**src/rtl/tearfree_counter.sv**
```systemverilog
module tearfree_counter #(
  parameter int CNT_W = 32,
  parameter int DEPTH = 4
) (
  input  logic        clk,
  input  logic        rst,
  input  logic        cnt_en,
  input  logic        cap_strobe,
  input  logic        rd_en,
  input  logic        rd_wide,
  input  logic [3:0]  rd_addr,
  output logic [7:0]  rd_data,
  output logic [31:0] rd_word
);
  localparam int AW = (DEPTH > 1) ? $clog2(DEPTH) : 1;
  localparam int LW = $clog2(DEPTH + 1);

  logic [CNT_W-1:0] cnt;
  logic [CNT_W-1:0] mem [DEPTH];
  logic [AW-1:0]    wp, rp;
  logic [LW-1:0]    level;
  logic             ovf;
  logic [31:0]      cnt32, head32;

  wire byte_rd  = rd_en && !rd_wide;
  wire sw_cap   = byte_rd && rd_addr == 4'd0;
  wire stat_rd  = byte_rd && rd_addr == 4'd8;
  wire push_req = sw_cap || cap_strobe;
  wire empty    = level == '0;
  wire full     = level == LW'(DEPTH);
  wire push     = push_req && !full;
  wire pop      = rd_en && !empty && (rd_wide || rd_addr == 4'd7);

  always_comb begin
    cnt32 = '0;
    cnt32[CNT_W-1:0] = cnt;
    head32 = '0;
    if (!empty) head32[CNT_W-1:0] = mem[rp];
  end

  always_ff @(posedge clk) begin
    if (rst) begin
      cnt   <= '0;
      wp    <= '0;
      rp    <= '0;
      level <= '0;
      ovf   <= 1'b0;
    end else begin
      if (cnt_en) cnt <= cnt + 1'b1;
      if (push) begin
        mem[wp] <= cnt;
        wp <= (wp == AW'(DEPTH - 1)) ? '0 : wp + 1'b1;
      end
      if (pop) rp <= (rp == AW'(DEPTH - 1)) ? '0 : rp + 1'b1;
      level <= level + LW'(push) - LW'(pop);
      ovf   <= (ovf && !stat_rd) || (push_req && full);
    end
  end

  always_ff @(posedge clk) begin
    if (rst) begin
      rd_data <= '0;
      rd_word <= '0;
    end else if (rd_en) begin
      if (rd_wide) begin
        rd_data <= '0;
        rd_word <= head32;
      end else begin
        case (rd_addr)
          4'd0, 4'd1, 4'd2, 4'd3: rd_data <= cnt32[{rd_addr[1:0], 3'b000} +: 8];
          4'd4, 4'd5, 4'd6, 4'd7: rd_data <= head32[{rd_addr[1:0], 3'b000} +: 8];
          4'd8:                   rd_data <= {5'b0, ovf, full, empty};
          default:                rd_data <= '0;
        endcase
      end
    end
  end

  assert_hold_R1: assert property (@(posedge clk) disable iff (rst)
    !cnt_en |=> $stable(cnt));
  assert_step_R1: assert property (@(posedge clk) disable iff (rst)
    cnt_en |=> cnt == $past(cnt) + 1'b1);
  assert_reset_R2: assert property (@(posedge clk)
    $past(rst) |-> (cnt == '0 && level == '0 && !ovf));
  assert_single_push_R5: assert property (@(posedge clk) disable iff (rst)
    (sw_cap && cap_strobe && !full && !pop) |=> level == $past(level) + 1'b1);
  assert_bound_R6: assert property (@(posedge clk) disable iff (rst)
    level <= LW'(DEPTH));
  assert_no_overflow_R9: assert property (@(posedge clk) disable iff (rst)
    (push_req && full) |=> ovf);
  assert_empty_read_R10: assert property (@(posedge clk) disable iff (rst)
    (rd_en && empty && !push_req) |=> level == '0);
endmodule

```
**config.mk**
```make
export PLATFORM = sky130hd
export DESIGN_NAME = tearfree_counter
export DESIGN_NICKNAME = d
export VERILOG_FILES = /design/src/rtl/tearfree_counter.sv
export SDC_FILE = /design/constraint.sdc
export NUM_CORES = 1
export LEC_CHECK = 0
export BUFFER_PORTS_ARGS = -buffer_cell sky130_fd_sc_hd__buf_2
export CAP_MARGIN = 40
export CORE_MARGIN = 4
export CORE_UTILIZATION = 65
export DETAILED_ROUTE_END_ITERATION = 8
export HOLD_SLACK_MARGIN = 0.02
export PLACE_DENSITY_LB_ADDON = 0.1
export SYNTH_ARGS = -nofsm -noshare
export SYNTH_HDL_FRONTEND = slang
export SYNTH_SLANG_ARGS = --single-unit
```
**constraint.sdc**
```tcl
create_clock -name clk -period 15.25 [get_ports clk]
set_input_delay 3.05 -clock clk [delete_from_list [all_inputs] [get_ports clk]]
set_output_delay 3.05 -clock clk [all_outputs]
set_load 0.1 [all_outputs]
```
# Word-level counts from Yosys, hierarchy flattened
# Memory sizes are Yosys's and may differ from the RTL's. A register that Yosys moved wholly into a read port is not among the register bits.
# Cells that the tools add are included.
[word_totals] ram_bits=128 latch_bits=0 n_memories=1 wordCells=56 output_inout_bits=40 inputBits=10 register_bits=80 rom_bits=0
[classes] shift=2 bitwise=0 mux=10 addsub=5 n_reduce_logical=20 magnitude_cmp=0 n_div=0 n_eq_ne=11 multipliers=0
[mem_list] memory="mem" words=4 width=32 rd=1 rd_ports_with_merged_regs=1 write_ports=1 line="19" source="logic [CNT_W-1:0] mem [DEPTH];"
[ops] operator="$shiftx A32 B6 Y8" count=2
[ops] operator="$add A32 B1 Y32 const B" count=1
[ops] operator="$mux W32" count=1
[ops] operator="$pmux W8 S3" count=1
[ops] operator="$eq A4 B3 Y1 const B" count=4
[ops] operator="$eq A4 B2 Y1 const B" count=2
[ops] operator="$logic_and A1 B1 Y1" count=8
[ops] operator="$mux W2" count=4
[ops] operator="$mux W8" count=1
[ops] operator="$reduce_or A4 Y1" count=2
[ops] operator="$add A2 B1 Y2 const B" count=2
[ops] operator="$eq A2 B2 Y1 const B" count=2
[ops] operator="$eq A4 B1 Y1 const B" count=1
[ops] operator="$eq A4 B4 Y1 const B" count=1
[ops] operator="$logic_not A1 Y1" count=4
[ops] operator="$logic_not A4 Y1" count=1
[ops] operator="$add A3 B1 Y3" count=1
[ops] operator="$eq A3 B3 Y1 const B" count=1
[ops] operator="$logic_not A3 Y1" count=1
[ops] operator="$logic_or A1 B1 Y1" count=3
[ops] operator="$mux W1" count=3
[ops] operator="$sub A3 B1 Y3" count=1
[ops] operator="$reduce_and A2 Y1" count=1

# Logic depth before layout (Yosys ltp)
# Gate-level depths: netlist of the first run.
[depth] depth_word=8 depth_mapped=12 mapped_depth_nobuf=10

# Worst setup path after synthesis of the first run
# No wires, ideal clock.
[synth_path] kind="input -> register" startpoint="in rd_addr[0]" endpoint="mem mem[2][0] (enable)" setup_slack_ns=8.268 arrival_time_ns=6.514 t_required_ns=14.782 setup_time_ns=0.468 cell_stages=6 n_path_buf=2 cell_sequence="buf_4 nor4b_2 a31oi_1 or2_2 clkbuf_1 nor3b_1"
[synth_via] elab_chain_cells=7
[synth_lines] element="start, declared" line="11" source="input logic [3:0] rd_addr,"
[synth_lines] element="$logic_not A4 Y1" line="26" source="wire sw_cap = byte_rd && rd_addr == 4'd0;"
[synth_lines] element="$logic_and A1 B1 Y1" line="26"
[synth_lines] element="$logic_or A1 B1 Y1" line="28" source="wire push_req = sw_cap || cap_strobe;"
[synth_lines] element="$logic_and A1 B1 Y1" line="31" source="wire push = push_req && !full;"
[synth_lines] element="$mux W1" line="50" source="if (push) begin"
[synth_lines] element="$mux W1" line="42" source="if (rst) begin"
[synth_lines] element="$mux W1 (implied by the code)" line="51" source="mem[wp] <= cnt;"
[synth_lines] element="end, declared" line="19"
# No other way between the ends.

# Worst setup path in the final report of the first run
[layout_path] startpoint="in rd_addr[0]" endpoint="reg level[2]"
[layout_via] elab_chain_cells=6 elab_cells_between_ends=9 classes_between="add/sub (2); eq/ne (1); reduce/logical (6)"
[layout_lines] element="$logic_not A4 Y1" line="26"
[layout_lines] element="$logic_and A1 B1 Y1" line="26"
[layout_lines] element="$logic_or A1 B1 Y1" line="28"
[layout_lines] element="$logic_and A1 B1 Y1" line="31"
[layout_lines] element="$add A3 B1 Y3" line="55" source="level <= level + LW'(push) - LW'(pop);"
[layout_lines] element="$sub A3 B1 Y3 (*)" line="55"
[layout_lines] element="end signal, assigned" line="55"
[layout_lines] element="end, declared" line="21" source="logic [LW-1:0] level;"
# Mark *: on every way between the ends. The rest lies on a longest branch, timed or not.
# A chain may end at the register's enable or synchronous reset.

==> results of run 1 <==
-- metal layers --
metal / part of all wire (%) / vias up / routed length (um)
met4: 2.8 / 0 / 580
met5: 0 / - / 0
li1: - / 2568 / -
met3: 8.7 / 54 / 1790
met2: 49 / 318 / 10200
met1: 39 / 2921 / 8150
-- layout by cell type, fill, tap and decap left out, types with 3 or more instances in the layout --
cell type and count:
sky130_fd_sc_hd__a211oi_1 27, sky130_fd_sc_hd__nand4_1 10, sky130_fd_sc_hd__inv_1 11, sky130_fd_sc_hd__clkinv_1 3
sky130_fd_sc_hd__a221o_1 4, sky130_fd_sc_hd__xor2_1 8, sky130_fd_sc_hd__a32o_1 4, sky130_fd_sc_hd__edfxtp_1 128
sky130_fd_sc_hd__nor3_1 6, sky130_fd_sc_hd__clkbuf_16 23, sky130_fd_sc_hd__ha_1 8, sky130_fd_sc_hd__buf_2 49
sky130_fd_sc_hd__dfxtp_1 81, sky130_fd_sc_hd__mux4_2 35, sky130_fd_sc_hd__nand2_1 22, sky130_fd_sc_hd__o31ai_1 14
sky130_fd_sc_hd__o21ai_0 9, sky130_fd_sc_hd__clkbuf_8 6, sky130_fd_sc_hd__and3_1 4, sky130_fd_sc_hd__nand3_1 16
sky130_fd_sc_hd__nor2_1 49, sky130_fd_sc_hd__nor2b_1 4, sky130_fd_sc_hd__a22oi_1 36, sky130_fd_sc_hd__and4_1 6
sky130_fd_sc_hd__a21oi_1 40, sky130_fd_sc_hd__buf_4 10, sky130_fd_sc_hd__nor3b_2 4, sky130_fd_sc_hd__or3_1 9
sky130_fd_sc_hd__or4_1 15, sky130_fd_sc_hd__clkbuf_1 4, sky130_fd_sc_hd__nand2b_1 5, sky130_fd_sc_hd__xnor2_1 4
-- how the worst max path moves through the flow --
stage                     startpoint         to  slack, ns  depth (start not counted)
after global routing      rd_addr[0]   level[2]      10.02                         11
after floorplan           rd_addr[0]  mem[2][0]       8.27                          6
final                     rd_addr[0]   level[2]      10.17                         11
after CTS                 rd_addr[0]   level[2]      10.18                         11
after detailed placement  rd_addr[0]   level[2]       9.67                         11
after global placement    rd_addr[0]   level[2]       9.77                         11
-- final cells by class --
cell class | instances | area (sq um) | area share (%)
tap | 176 | 220 | 2.26
multi-input combinational | 367 | 2960 | 30.3
inverter | 11 | 41.3 | 0.423
antenna | 1 | 2.50 | 0.0256
timing repair buffer | 59 | 320 | 3.28
clock buffer | 33 | 673 | 6.90
sequential | 210 | 5490 | 56.2
clock inverter | 7 | 60.1 | 0.615
-- per-stage QoR --
stage / power [mW] / utilization (%)
after floorplan: 0.855 / -
after global placement: 0.908 / 68.4
after detailed placement: 0.916 / 68.4
after CTS: 1.44 / 74.0
after global routing: 1.49 / 74.0
final: 1.44 / 74.0
-- flip-flops by register name, indices dropped and copies added, names as in the netlist, named ones only --
signal,count
rd_data,8
rd_word,32
rp,2
ovf,1
cnt,32
wp,2
mem,128
level,3
-- worst max-delay path, delay by kind of cell --
kind | cells | cell delay, ns
adders and majority gates | 3 | 0.85
AOI/OAI and AO/OA | 1 | 0.20
buffers and inverters | 2 | 0.21
xor gates and xnor gates | 2 | 0.33
and+or+nand+nor | 3 | 0.80
-- report_power, final --
group | internal, mW | total [mW] | switching, mW
sequential | 0.634 | 0.652 | 0.0173
clock | 0.321 | 0.530 | 0.209
combinational | 0.0737 | 0.255 | 0.181
total | 1.03 | 1.44 | 0.408
-- kinds of logic (layout without fill, tap and decap cells) --
logic type	after synthesis	in the layout	share of synthesized area, %
other	0	1	0
AND/OR/NAND/NOR	164	164	10.4
AO/OA/AOI/OAI	144	144	11.3
XOR/XNOR	12	12	1.21
buffers and inverters	59	110	3.22
flip-flops	210	210	63.1
adder cells (fa/ha/maj)	9	9	1.38
multiplexers	38	38	9.42
==> metrics, run 1 <==
result of the run complete, no violations; row count 42; highest net fanout along the worst path 9; initial antenna violation count 0; number of iterations in the first detailed-routing pass 5; total clock sinks 210; maximum clock frequency 197 MHz; CP Launch Type primary input; Worst-Skew Late Latency 0.50 ns; total of endpoints with negative setup slack in the final report 0; Synthesized Nets 655; area delta synth->final 12.2%; Clock Root Buffer sky130_fd_sc_hd__clkbuf_16; number of nets still failing antenna checks after routing 0; worst path setup slack after routing 10.17 ns; Area contributors post-synth sky130_fd_sc_hd__edfxtp_1 (44%), sky130_fd_sc_hd__dfxtp_1 (19%), sky130_fd_sc_hd__mux4_2 (9.1%), sky130_fd_sc_hd__a22oi_1 (3.1%), sky130_fd_sc_hd__a211oi_1 (2.3%); standby leakage power 3.20 nW; wire length of the first global-routing pass 31800 um; post-cts sizing count 0; overall overflow remaining after global route 0; die area 15300 sq um; total global routing track utilization 27.5%; RePlAce Congestion around 0.90; ports placed on the boundary 50; Fin. Hold Viols 0; fraction of met3 tracks used by global routing 4.86%; Yosys top cell by area sky130_fd_sc_hd__edfxtp_1; proportion of netlist area held by the largest area contributor 44.2%; Clock Pin Slew Worst Setup and Hold Paths 0.06 ns; Critical Path AT 5.44 ns; total detailed-routing wirelength 20700 um; Max Cap Viol 0; CP Capture Type flip-flop; critical path, cell by cell buf_2 > nor4b_2 > a31oi_1 > or2_2 > ha_1 > inv_1 > ha_1 > fa_1 > xnor2_1 > xnor2_1 > nor2_1; number of instances on the worst hold path 2; Chip Height 124 um; post-CTS setup buffer count 0; placed cell count 823; final layout net count 690; final worst path period share 33.3%; cell types with the highest counts after synthesis sky130_fd_sc_hd__edfxtp_1 (128), sky130_fd_sc_hd__dfxtp_1 (82), sky130_fd_sc_hd__nor2_1 (50); initial standard-cell utilization of the core 65.9%; critical register-to-register path startpoint level[0]; CTS tree built; number of instances in the synthesized netlist approximately 640; number of global-route vias before repair approximately 5700; Setup Total Neg Slack 0 ns; H-tree depth 1; end of the worst register-to-register path level[2]; synthesized cell area 8700 sq um; max-slew violation count 0; dominant cell by count in the synthesized netlist sky130_fd_sc_hd__edfxtp_1; Top FF cell, synth sky130_fd_sc_hd__edfxtp_1; input/output buffers between 40 and 50; worst r2r path cells 10; start-to-end type of the worst setup path primary input to flip-flop; Peak supply drop 0.124 mV; minimum clock period 5.08 ns; worst hold margin 0.499 ns; largest clock skew in the final design 0.0106 ns; final-layout fill cell count 860; Hold Buf Count CTS 0; required time reported for the critical path endpoint 15.61 ns; YS warnings 0; number of flops mapped to enable cells by yosys between 100 and 150; number of synthesized register bits 210; unique cell type count in the Yosys netlist 51; proportion of synthesized flip-flops having asynchronous set or reset 0%; Starting DRT DRC Count between 600 and 700; post-placement worst setup slack 9.67 ns; WL/cell between 20 and 25 um; met1 GRT Util 37.9%; area of the core about 13000 sq um; path category of the worst min-delay check flip-flop to flip-flop; RSZ-0062 raised after global routing no; Chip Width ~120 um; Post-Synthesis Mean Instance Area 13.7 sq um; Global Route met2 Usage between 40% and 50%; largest stage delay on the critical path a little under 0.4 ns; Power per Cell Area approximately 150 nW/um^2; Worst Min Path Start rp[0]; final std cell area, no fill 9760 sq um; reg-to-reg slack, setup 12.54 ns; fraction of final layout cells sized beyond drive strength 1 around a fifth; via count ~5900; final instance count without filler cells roughly 860; DPL Wire Length about 13000 um; residual DRC count 0; number of vias per cell after detailed routing between 6 and 7; Slowest cell on crit path sky130_fd_sc_hd__or2_2; buffer depth of the longest clock path 3; number of CTS-inserted buffers 22; placed instance area 9020 sq um; fraction of the yosys area taken by sequential cells 63.1%; maximum number of pins on one net before global-route repair 58; Most Crowded Layer GR met2; slew at the pin closest to its max-slew limit between 0.7 and 0.8 ns; relative max-transition margin 47.2%
Note: power is estimated with default switching activity, not from simulation.
==> run 2, diff against run 1 <==
CORE_UTILIZATION = 60   (was 65)
clock period = 5.2 ns   (was 15.25 ns; I/O delays follow)
==> metrics, run 2 (synthesis results as in run 1) <==
minimum clock period 3.05 ns; commonest non-fill, non-tap cells in the layout sky130_fd_sc_hd__edfxtp_1 (128), sky130_fd_sc_hd__dfxtp_1 (81), sky130_fd_sc_hd__nor2_1 (49), sky130_fd_sc_hd__buf_2 (49), sky130_fd_sc_hd__a21oi_1 (40); CP Capture Type flip-flop; Chip Height 128 um (+3.8%); total clock sinks 210 (unchanged); buffer depth of the longest clock path 3 (unchanged); number of vias per cell after detailed routing 6.66 (-1.8%); total of endpoints with negative setup slack in the final report 0 (unchanged); Clock Power Share 36.5% (-0.4 points); slew at the pin closest to its max-slew limit 0.778 ns (-0.00760 ns); number of instances on the worst hold path 1 (-1); number of iterations in the first detailed-routing pass 5 (unchanged); H-tree depth 1 (unchanged); Fin. Hold Viols 0 (unchanged); power share of the sequential group 45.9% (+0.5 points); standby leakage power 3.18 nW (-0.67%); maximum number of pins on one net before global-route repair 69 (+19%); RePlAce Congestion 0.862 (-3.9%); wire length of the first global-routing pass 32000 um (+0.46%); Critical Path AT 3.43 ns (-2.01 ns); post-CTS setup buffer count 0 (unchanged); start-to-end type of the worst setup path primary input to flip-flop; Starting DRT DRC Count 524 (-17%); number of global-route vias before repair 5687 (-0.65%); Most Crowded Layer GR met2; final worst path period share 58.7%; WL/cell 23.3 um (-2.8%); path category of the worst min-delay check flip-flop to flip-flop; post-cts sizing count 0 (unchanged); Hold Buf Count CTS 0 (unchanged); critical path, cell by cell buf_2 > nor4b_2 > a31oi_1 > or2_2 > ha_1 > inv_1 > ha_1 > fa_1 > xnor2_1 > xnor2_1 > nor2_1; part of the power in combinational logic 17.6% (about the same); maximum clock frequency 327 MHz; final std cell area, no fill 9740 sq um (-0.24%); switching part of the total power 28.4% (about the same); Clock Root Buffer sky130_fd_sc_hd__clkbuf_16; worst hold margin 0.492 ns (-0.00742 ns); worst r2r path cells 10 (unchanged); total detailed-routing wirelength 20200 um (-2.4%); overall overflow remaining after global route 0 (unchanged); relative max-transition margin 48.1% (+0.91 points); input/output buffers 49 (unchanged); register containing the most flip-flops in the final layout mem; ports placed on the boundary 50 (unchanged); Power per Cell Area 428 nW/um^2 (+190%); initial antenna violation count 0 (unchanged); DPL Wire Length 12700 um (-1.8%); number of flip-flops under the largest register name 128 (unchanged); final layout net count 690 (unchanged); residual DRC count 0 (unchanged); initial standard-cell utilization of the core 61.9% (-4.0 points); total global routing track utilization 25.1% (-2.5 points); number of nets still failing antenna checks after routing 0 (unchanged); diodes inserted 0 (-1); Chip Width 128 um (+3.8%); Max Cap Viol 0 (unchanged); final-layout fill cell count 977 (+14%); row count 43 (+2.4%); Cell Int Power 2.98 mW (+190%); placed instance area 9030 sq um (about the same); CP Launch Type primary input; largest stage delay on the critical path 0.38 ns (about the same); leading cell type in the layout, fill and taps excluded sky130_fd_sc_hd__edfxtp_1; fraction of final layout cells sized beyond drive strength 1 20.4% (-0.15 points); Clock Pin Slew Worst Setup and Hold Paths 0.06 ns (about the same); met1 GRT Util 35.5% (-2.4 points); number of CTS-inserted buffers 22 (unchanged); CTS tree built; Global Route met2 Usage 40.9% (-4.0 points); highest net fanout along the worst path 9 (unchanged); switching pwr 1.18 mW (+190%); required time reported for the critical path endpoint 5.58 ns (-10.03 ns); area delta synth->final 11.9%; Setup Total Neg Slack 0 ns (unchanged); area of the core 14000 sq um (+6.5%); Slowest cell on crit path sky130_fd_sc_hd__or2_2; Worst-Skew Late Latency 0.50 ns (about the same); Peak supply drop 0.304 mV (+140%); die area 16500 sq um (+7.8%); RSZ-0062 raised after global routing no; result of the run complete, no violations; Largest regs mem (128), cnt (32), rd_word (32); largest clock skew in the final design 0.00947 ns (-0.00112 ns); via count 5774 (-1.5%); fraction of met3 tracks used by global routing 4.65% (-0.21 points); max-slew violation count 0 (unchanged)
[run 2: changes by cell type in the layout (fill, tap and decap cells not counted)]
cell,change
sky130_fd_sc_hd__diode_2,-1
sky130_fd_sc_hd__clkinv_1,-3
sky130_fd_sc_hd__clkinvlp_4,+2
sky130_fd_sc_hd__clkinv_2,+1
sky130_fd_sc_hd__clkinv_4,-1
sky130_fd_sc_hd__clkbuf_1,+4
sky130_fd_sc_hd__clkbuf_8,-3
[run 2: layer usage]
| metal | part of all wire, % | up-vias | wire, um |
|---|---|---|---|
| li1 | - | 2562 | - |
| met2 | 48 | 257 | 9730 |
| met4 | 1.9 | 0 | 378 |
| met3 | 8.1 | 32 | 1630 |
| met5 | 0 | - | 0 |
| met1 | 42 | 2923 | 8440 |
[run 2: final timing paths]
path | start | to | slack (ns)
max | rd_addr[0] | level[2] | 2.15
min | rd_data[5] | rd_data[5] | 0.49
max reg2reg | level[0] | level[2] | 2.55
min reg2reg | rd_data[5] | rd_data[5] | 0.49
[run 2: cell type report]
class	instances	area, sq um	share of cell area [%]
clock buffer	34	647	6.64
multi-input combinational	367	2960	30.4
inverter	11	41.3	0.424
tap	180	225	2.31
clock inverter	6	60.1	0.617
timing repair buffer	59	320	3.29
sequential	210	5490	56.4
[run 2: worst max-delay path, delay by kind of cell]
kind,cells,cell delay (ns)
adder cells (fa/ha/maj),3,0.86
AND/OR/NAND/NOR,3,0.80
XOR/XNOR,2,0.31
buffers and inverters,2,0.22
AO/OA/AOI/OAI,1,0.19
[run 2: power groups by stage]
stage | clock, mW | combinational, mW | sequential (mW)
after detailed placement | 0 | 0.732 | 1.95
after global routing | 1.61 | 0.780 | 1.92
after global placement | 0 | 0.724 | 1.94
after CTS | 1.53 | 0.736 | 1.91
final | 1.52 | 0.733 | 1.91
after floorplan | 0 | 0.376 | 2.13
[run 2: per-stage QoR]
step	std cells	worst slack, ns	power, mW	util (%)
5_1_grt	867	1.95	4.31	69.3
3_5_place_dp	827	1.66	2.68	64.3
6_report	867	2.15	4.16	69.3
4_1_cts	867	2.15	4.18	69.3
3_3_place_gp	827	1.70	2.66	64.3
2_1_floorplan	636	0.228	2.51	-
